**src/rtl/i2c_tgt_pkg.sv**
```systemverilog
// Shared types and constants for the I2C target.
package i2c_tgt_pkg;
    localparam int BYTE_W      = 8;
    localparam int ADDR_W      = 7;
    localparam int CTRL_W      = 8;
    localparam int STRETCH_BIT = 6;

    typedef enum logic [2:0] {
        ST_IDLE, ST_ADDR, ST_ACK, ST_WR, ST_RD, ST_RDACK, ST_RDWAIT
    } tstate_e;

    typedef enum logic [1:0] {NX_IDLE, NX_WR, NX_RD} after_ack_e;
endpackage

```
**src/rtl/i2c_tgt_sync.sv**
```systemverilog
// Line synchronizer and bus-condition detector.
// Brings SCL and SDA into the clk domain through STAGES flops each and reports
// SCL edges plus START/STOP. Assumes STAGES >= 2 and that SCL phases are much
// longer than STAGES clk cycles.
module i2c_tgt_sync #(
    parameter int STAGES = 2
) (
    input  logic clk,
    input  logic rst_n,
    input  logic scl_i,
    input  logic sda_i,
    output logic scl_s,
    output logic sda_s,
    output logic scl_rise,
    output logic scl_fall,
    output logic bus_start,
    output logic bus_stop
);
    logic [STAGES-1:0] scl_q, sda_q;
    logic              scl_d, sda_d;

    // Shift the raw lines through the synchronizer chain (idle bus is high).
    always_ff @(posedge clk) begin
        if (!rst_n) begin
            scl_q <= '1;
            sda_q <= '1;
            scl_d <= 1'b1;
            sda_d <= 1'b1;
        end else begin
            scl_q <= {scl_q[STAGES-2:0], scl_i};
            sda_q <= {sda_q[STAGES-2:0], sda_i};
            scl_d <= scl_q[STAGES-1];
            sda_d <= sda_q[STAGES-1];
        end
    end

    assign scl_s     = scl_q[STAGES-1];
    assign sda_s     = sda_q[STAGES-1];
    assign scl_rise  = scl_s & ~scl_d;
    assign scl_fall  = ~scl_s & scl_d;
    assign bus_start = scl_s & scl_d & sda_d & ~sda_s;
    assign bus_stop  = scl_s & scl_d & ~sda_d & sda_s;
endmodule

```
**src/rtl/i2c_tgt_txfifo.sv**
```systemverilog
// Transmit byte queue.
// Circular buffer of DEPTH words; a push while full and a pop while empty are
// dropped. rdata shows the oldest word. Assumes DEPTH is a power of two.
module i2c_tgt_txfifo #(
    parameter int DEPTH = 4,
    parameter int WIDTH = 8
) (
    input  logic             clk,
    input  logic             rst_n,
    input  logic             push,
    input  logic [WIDTH-1:0] wdata,
    input  logic             pop,
    output logic [WIDTH-1:0] rdata,
    output logic             full,
    output logic             empty
);
    localparam int AW = (DEPTH > 1) ? $clog2(DEPTH) : 1;
    localparam int CW = $clog2(DEPTH + 1);

    logic [WIDTH-1:0] mem [DEPTH];
    logic [AW-1:0]    wp, rp;
    logic [CW-1:0]    cnt;
    logic             do_push, do_pop;

    assign do_push = push && !full;
    assign do_pop  = pop && !empty;
    assign full    = (cnt == CW'(DEPTH));
    assign empty   = (cnt == '0);
    assign rdata   = mem[rp];

    // Store an accepted word.
    always_ff @(posedge clk) begin
        if (do_push) mem[wp] <= wdata;
    end

    // Advance pointers and occupancy.
    always_ff @(posedge clk) begin
        if (!rst_n) begin
            wp  <= '0;
            rp  <= '0;
            cnt <= '0;
        end else begin
            if (do_push) wp <= (wp == AW'(DEPTH - 1)) ? '0 : wp + 1'b1;
            if (do_pop)  rp <= (rp == AW'(DEPTH - 1)) ? '0 : rp + 1'b1;
            if (do_push && !do_pop)      cnt <= cnt + 1'b1;
            else if (do_pop && !do_push) cnt <= cnt - 1'b1;
        end
    end

    // a dropped push while full leaves the queue full.
    p_full_kept_r7: assert property (@(posedge clk) disable iff (!rst_n)
        (push && full && !pop) |=> full);
endmodule

```
**src/rtl/i2c_tgt.sv**
```systemverilog
// I2C target with transmit queue and optional clock stretching.
// Decodes a 7-bit address, receives write bytes, and sends queued bytes on a
// read. An empty queue at a read address is NACKed. Clock stretching (control
// bit 6) is applied only while SCL is low. Assumes clk is far faster than SCL.
module i2c_tgt
    import i2c_tgt_pkg::*;
#(
    parameter int FIFO_DEPTH  = 4,
    parameter int SYNC_STAGES = 2
) (
    input  logic              clk,
    input  logic              rst_n,
    input  logic              scl_i,
    input  logic              sda_i,
    output logic              scl_oe,
    output logic              sda_oe,
    input  logic [ADDR_W-1:0] own_addr,
    input  logic              ctrl_we,
    input  logic [CTRL_W-1:0] ctrl_wdata,
    input  logic              tx_push,
    input  logic [BYTE_W-1:0] tx_data,
    output logic              tx_full,
    output logic              tx_empty,
    output logic [BYTE_W-1:0] rx_data,
    output logic              rx_valid,
    output logic              irq
);
    localparam int CNT_W = $clog2(BYTE_W + 1);

    logic scl_s, sda_s, scl_rise, scl_fall, bus_start, bus_stop;
    logic pop;
    logic [BYTE_W-1:0] head;
    tstate_e    state;
    after_ack_e nxt;
    logic [CNT_W-1:0]  cnt;
    logic [BYTE_W-1:0] sreg, txsr, rx_data_q;
    logic ack_drive, m_ack, loaded, rx_valid_q, irq_q;
    logic stretch_cfg, stretch_eff;
    logic unused_ctrl_bits;

    assign unused_ctrl_bits = ^{ctrl_wdata[CTRL_W-1:STRETCH_BIT+1], ctrl_wdata[STRETCH_BIT-1:0]};

    i2c_tgt_sync #(.STAGES(SYNC_STAGES)) u_sync (
        .clk(clk), .rst_n(rst_n), .scl_i(scl_i), .sda_i(sda_i),
        .scl_s(scl_s), .sda_s(sda_s), .scl_rise(scl_rise), .scl_fall(scl_fall),
        .bus_start(bus_start), .bus_stop(bus_stop)
    );

    i2c_tgt_txfifo #(.DEPTH(FIFO_DEPTH), .WIDTH(BYTE_W)) u_fifo (
        .clk(clk), .rst_n(rst_n), .push(tx_push), .wdata(tx_data),
        .pop(pop), .rdata(head), .full(tx_full), .empty(tx_empty)
    );

    // Control word: keep the stretch enable bit.
    always_ff @(posedge clk) begin
        if (!rst_n)       stretch_cfg <= 1'b0;
        else if (ctrl_we) stretch_cfg <= ctrl_wdata[STRETCH_BIT];
    end

    // Apply the stretch enable only while SCL is low, so SCL cannot glitch.
    always_ff @(posedge clk) begin
        if (!rst_n)      stretch_eff <= 1'b0;
        else if (!scl_s) stretch_eff <= stretch_cfg;
    end

    // Take the head byte whenever the FSM loads a new transmit byte.
    always_comb begin
        pop = 1'b0;
        if (!bus_start && !bus_stop && !tx_empty) begin
            if (state == ST_ACK && scl_fall && nxt == NX_RD)  pop = 1'b1;
            if (state == ST_RDACK && scl_fall && m_ack)       pop = 1'b1;
            if (state == ST_RDWAIT && !loaded)                pop = 1'b1;
        end
    end

    // Transfer sequencer: address, acknowledge, write and read phases.
    always_ff @(posedge clk) begin
        if (!rst_n) begin
            state <= ST_IDLE;  nxt <= NX_IDLE;  cnt <= '0;
            sreg <= '0;  txsr <= '1;  rx_data_q <= '0;
            ack_drive <= 1'b0;  m_ack <= 1'b0;  loaded <= 1'b0;
            rx_valid_q <= 1'b0;  irq_q <= 1'b0;
        end else begin
            rx_valid_q <= 1'b0;
            irq_q      <= 1'b0;
            if (bus_stop) begin
                state <= ST_IDLE;  ack_drive <= 1'b0;
            end else if (bus_start) begin
                state <= ST_ADDR;  cnt <= '0;  ack_drive <= 1'b0;
            end else begin
                case (state)
                    ST_ADDR, ST_WR: begin
                        if (scl_rise) begin
                            sreg <= {sreg[BYTE_W-2:0], sda_s};
                            cnt  <= cnt + 1'b1;
                        end else if (scl_fall && cnt == CNT_W'(BYTE_W)) begin
                            if (state == ST_WR) begin
                                rx_data_q <= sreg;  rx_valid_q <= 1'b1;  irq_q <= 1'b1;
                                ack_drive <= 1'b1;  nxt <= NX_WR;  state <= ST_ACK;
                            end else if (sreg[BYTE_W-1:1] != own_addr) begin
                                state <= ST_IDLE;
                            end else begin
                                state <= ST_ACK;
                                if (!sreg[0])     begin ack_drive <= 1'b1; nxt <= NX_WR;   end
                                else if (tx_empty) begin ack_drive <= 1'b0; nxt <= NX_IDLE; end
                                else              begin ack_drive <= 1'b1; nxt <= NX_RD;   end
                            end
                        end
                    end
                    ST_ACK: if (scl_fall) begin
                        ack_drive <= 1'b0;  cnt <= '0;
                        case (nxt)
                            NX_WR:   state <= ST_WR;
                            NX_RD:   begin state <= ST_RD; txsr <= head; end
                            default: state <= ST_IDLE;
                        endcase
                    end
                    ST_RD: if (scl_fall) begin
                        if (cnt == CNT_W'(BYTE_W - 1)) begin
                            state <= ST_RDACK;  cnt <= '0;
                        end else begin
                            txsr <= {txsr[BYTE_W-2:0], 1'b1};  cnt <= cnt + 1'b1;
                        end
                    end
                    ST_RDACK: begin
                        if (scl_rise) m_ack <= !sda_s;
                        else if (scl_fall) begin
                            if (!m_ack) state <= ST_IDLE;
                            else begin
                                irq_q <= 1'b1;
                                if (!tx_empty)        begin txsr <= head; state <= ST_RD; end
                                else if (stretch_eff) begin state <= ST_RDWAIT; loaded <= 1'b0; end
                                else                  begin txsr <= '1; state <= ST_RD; end
                            end
                        end
                    end
                    ST_RDWAIT: begin
                        if (loaded)            state <= ST_RD;
                        else if (!tx_empty)    begin txsr <= head; loaded <= 1'b1; end
                        else if (!stretch_eff) begin txsr <= '1;   loaded <= 1'b1; end
                    end
                    default: state <= ST_IDLE;
                endcase
            end
        end
    end

    // Open-drain data drive for the current phase.
    always_comb begin
        case (state)
            ST_ACK:    sda_oe = ack_drive;
            ST_RD:     sda_oe = !txsr[BYTE_W-1];
            ST_RDWAIT: sda_oe = loaded && !txsr[BYTE_W-1];
            default:   sda_oe = 1'b0;
        endcase
    end

    assign scl_oe   = (state == ST_RDWAIT) && stretch_eff;
    assign rx_data  = rx_data_q;
    assign rx_valid = rx_valid_q;
    assign irq      = irq_q;

    // the receive strobe lasts one cycle.
    p_rx_strobe_r3: assert property (@(posedge clk) disable iff (!rst_n)
        rx_valid |=> !rx_valid);
    // read data moves only while SCL is low.
    p_sda_moves_low_r4: assert property (@(posedge clk) disable iff (!rst_n)
        (state == ST_RD && !$stable(sda_oe)) |-> !scl_s);
    // after a refused slot both lines are free.
    p_nack_release_r5: assert property (@(posedge clk) disable iff (!rst_n)
        ($past(state == ST_ACK && !ack_drive) && state != ST_ACK) |-> (!sda_oe && !scl_oe));
    // the acknowledge answer is fixed for the whole slot.
    p_ack_held_r6: assert property (@(posedge clk) disable iff (!rst_n)
        (state == ST_ACK && $past(state == ST_ACK)) |-> $stable(ack_drive));
    // the sequencer never pops an empty queue.
    p_pop_nonempty_r7: assert property (@(posedge clk) disable iff (!rst_n)
        pop |-> !tx_empty);
    // stretching starts only when the control bit was set.
    p_stretch_needs_cfg_r9: assert property (@(posedge clk) disable iff (!rst_n)
        $rose(scl_oe) |-> $past(stretch_cfg));
    // SCL is pulled low only while already low.
    p_stretch_starts_low_r10: assert property (@(posedge clk) disable iff (!rst_n)
        (scl_oe && !$past(scl_oe)) |-> !scl_s);
    // the applied enable is frozen while SCL is high.
    p_enable_frozen_high_r10: assert property (@(posedge clk) disable iff (!rst_n)
        (scl_s && $past(scl_s)) |-> $stable(stretch_eff));
endmodule

```
**config.mk**
```make
export PLATFORM = sky130hd
export DESIGN_NAME = i2c_tgt
export DESIGN_NICKNAME = d
export VERILOG_FILES = /design/src/rtl/i2c_tgt_pkg.sv /design/src/rtl/i2c_tgt_sync.sv /design/src/rtl/i2c_tgt_txfifo.sv /design/src/rtl/i2c_tgt.sv
export SDC_FILE = /design/constraint.sdc
export NUM_CORES = 1
export LEC_CHECK = 0
export BUFFER_PORTS_ARGS = -buffer_cell sky130_fd_sc_hd__buf_2
export CORE_ASPECT_RATIO = 1.2
export CORE_MARGIN = 2
export CORE_UTILIZATION = 40
export DETAILED_ROUTE_END_ITERATION = 10
export SLEW_MARGIN = 30
export SYNTH_ARGS = -nofsm -noshare
export SYNTH_HDL_FRONTEND = slang
export SYNTH_SLANG_ARGS = --single-unit
```
**constraint.sdc**
```tcl
create_clock -name clk -period 7.7 [get_ports clk]
set_clock_uncertainty 0.2 [all_clocks]
set_input_delay 0.385 -clock clk [delete_from_list [all_inputs] [get_ports clk]]
set_output_delay 0.385 -clock clk [all_outputs]
set_load 0.005 [all_outputs]
```
==> flow_summary.toml <==
[outcome]
status = "finished, final reports clean"

[sta]
timing.fmax_ghz = 0.312
relSlewSlack_pct = 53.1
worst_pin_slew_ns = 0.698
drv_slew = 0
rsz0062_at_grt = "false"
setup_viol = 0
fin_hold_ws_ns = 0.0379
setup-tns-final_ns = 0
hold_violations = 0
min_period_over_period_pct = 41.6
fin_crit_ns = 3.20

[synth]
syn_area_per_cell_um2 = 11.0
synth_cells = 358
ys_async_sr_fraction_pct = 0
synthTopCellsByArea = "dfxtp_1, edfxtp_1, mux2i_1"
yosys_warnings = 0
synth_cell_type_count = 58
synth-edff-count = 32
synth-seq-cells = 87
netlist.area_leader.share_pct = 28.0
yosysSeqAreaShare_pct = 52.5
ys.flop_type = "dfxtp_1"
synth_area_leader_cell = "dfxtp_1"
synth_nets = 396
syn_area_mm2 = 0.00393

[power_and_ir_drop]
seqPwrFrac_pct = 48.9
power_switching_mw = 0.231
clockPowerShare_pct = 43.9
p_total_mw = 1.04
leakagePower_nw = 1.72
internal_power_mw = 0.809
pwr-share-comb_pct = 7.1
p_sw_share_pct = 22.2
powerDensity_mw_per_mm2 = 231
vdd.ir_drop.worst_v = 0.000146

[floorplanning]
start_util_pct = 41.1
dieWidth_um = 94.5
rows = 39
io_pins = 43
core_region_area_mm2 = 0.00956
die_y_um = 113
dieArea_mm2 = 0.0106

[final_layout]
drive_gt1_share_pct = 17.9
antenna_cells = 0
multiInputGateArea_mm2 = 0.00173
num-nets-final = 425
syn_to_final_growth_pct = 14.5
area.sequential_mm2 = 0.00206
fillerInstances = 930

[worst_setup_path]
cp-start-kind = "flip-flop"
rr_worst_depth = 11
crit_fanout = 16
critPathKind = "flip-flop to flip-flop"
critPathMaxStageDelay_ns = 0.64
crit_slowest_cell = "dfxtp_1"
critical_path.startpoint = "state[1]"
cp-end-kind = "flip-flop"
path_cells = "or3b_1 > o21ai_0 > nand2_1 > a211oi_2 > inv_1 > ha_1 > inv_1 > fa_1 > xor2_1 > or3_1 > a21oi_1"
crit_required_ns = 7.75
rr_startpoint = "state[1]"
ff2ff_setup_slack_ns = 4.50
cpMostUsedCell = "inv_1"
crit_arrival_ns = 3.26
r2r-end = "u_fifo.cnt[2]"
crit_end = "u_fifo.cnt[2]"

[clock_network]
cts_tree = "built"
cts_resized = 0
cts_made_buffers = 9
post-cts-setup-buffer-count = 0
clk_path_buf_depth = 2
clk_pin_slew_ns = 0.06
cts-root-buf = "clkbuf_16"
cts.sinks = 87
clk_latency_ns = 0.34
cts_max_level = 3
cts_hold_buf = 0

[worst_hold_path]
hp-class = "input port to flip-flop"

[route]
routedWlPerCell_um = 15.3
highest_layer = "met4"
drc = 0
dr.pass1.iters = 4
drt_iter0_markers = 96
met3WireLength_um = 244
num_vias = 2756
wl_met2_mm = 4.11
antenna_left = 0
m1WireLength_mm = 3.37
drt-vias-per-instance = 5.35
drt_wl_total_mm = 7.86

[run]
max_cap_viol_count = 0

[global_routing]
grt_use_total_pct = 15.7
grt_max_degree = 37
grt_pass1_vias = 2643
gr-total-overflow = 0
antenna_found_initial = 0
grt_pass1_wl_mm = 12.9

[placed_design]
numPortBuffers = 35
finalWeightedCongestion = 0.858
hpwl_mm = 5.45
metal layers:
layer / track usage (%) / up-vias
met4: 5.89 / 0
met2: 27.9 / 48
met5: 0 / -
met3: 2.95 / 12
li1: - / 1355
met1: 18.6 / 1341
synth_stat cells, types with 11 or more instances:
| master | number |
|---|---|
| mux2i_1 | 23 |
| nand2_1 | 35 |
| o21ai_0 | 11 |
| nand2b_1 | 12 |
| dfxtp_1 | 55 |
| edfxtp_1 | 32 |
| inv_1 | 14 |
| nor2_1 | 21 |
| a21oi_1 | 24 |
critical path, delay by kind of cell, from the launching register on:
kind                     cells  cell delay (ns)
AND/OR/NAND/NOR              3             0.87
buffers and inverters        2             0.19
flip-flops                   1             0.64
XOR/XNOR                     1             0.08
adder cells (fa/ha/maj)      2             0.41
AO/OA/AOI/OAI                3             0.73
cell families after synthesis:
family	count (synthesis)	share of synthesized area (%)
AOI/OAI and AO/OA	67	11.3
DFF	87	52.5
buffers and inverters	33	3.50
adders and majority gates	9	3.06
xor gates and xnor gates	12	2.67
muxes	31	10.4
and+or+nand+nor	119	16.6
per-stage QoR:
step | cells | instance area [um^2] | setup WS, ns | util [%]
3_5_place_dp | 499 | 4180 | 4.51 | 43.7
3_3_place_gp | 499 | 4180 | 4.56 | 43.7
5_1_grt | 515 | 4500 | 4.31 | 47.1
6_report | 515 | 4500 | 4.50 | 47.1
4_1_cts | 515 | 4500 | 4.47 | 47.1
2_1_floorplan | 358 | 3930 | 5.01 | -
layout make-up:
class,count,area share [%]
well taps,123,3.42
inverters,16,1.36
clock inverters,4,1.14
flip-flops and latches,87,45.8
repair buffers,35,3.89
clock buffers,12,5.95
multi-input cells,238,38.4
cell usage in the layout (no fill, tap or decap), types with 8 or more instances in the layout:
cell type  count
nor2_1        21
mux4_2         8
edfxtp_1      32
mux2i_1       23
a211oi_1       8
clkbuf_16     10
nand2_1       35
dfxtp_1       55
nand2b_1      12
o21ai_0       11
a21oi_1       24
buf_2         35
inv_1         14
ha_1           8
state kept, by name, summed over array words and instances (netlist names), 2 cells and up, named ones only:
signal and cells:
txsr 8, state 3, nxt 2, sreg 8, u_fifo.rp 2, u_sync.scl_q 2
u_sync.sda_q 2, u_fifo.mem 32, rx_data 8, u_fifo.wp 2, u_fifo.cnt 3, cnt 4
worst min-delay path by stage:
stage	start	to	slack [ns]	cells after the start
4_1_cts	scl_i	u_sync.scl_q[0]	0.04	2
6_report	scl_i	u_sync.scl_q[0]	0.04	2
3_5_place_dp	u_sync.scl_q[0]	u_sync.scl_q[1]	0.20	1
3_3_place_gp	u_sync.sda_q[0]	u_sync.sda_q[1]	0.19	1
5_1_grt	sda_i	u_sync.sda_q[0]	0.05	2
2_1_floorplan	u_sync.scl_q[0]	u_sync.scl_q[1]	0.19	1
power groups by stage:
stage	logic, mW	clock network, mW	registers (mW)
final	0.0742	0.457	0.509
after global routing	0.0836	0.483	0.511
after CTS	0.0754	0.463	0.509
after detailed placement	0.0746	0	0.519
after global placement	0.0723	0	0.518
after floorplan	0.0522	0	0.515
No activity file was read; power rests on OpenSTA's default activity.
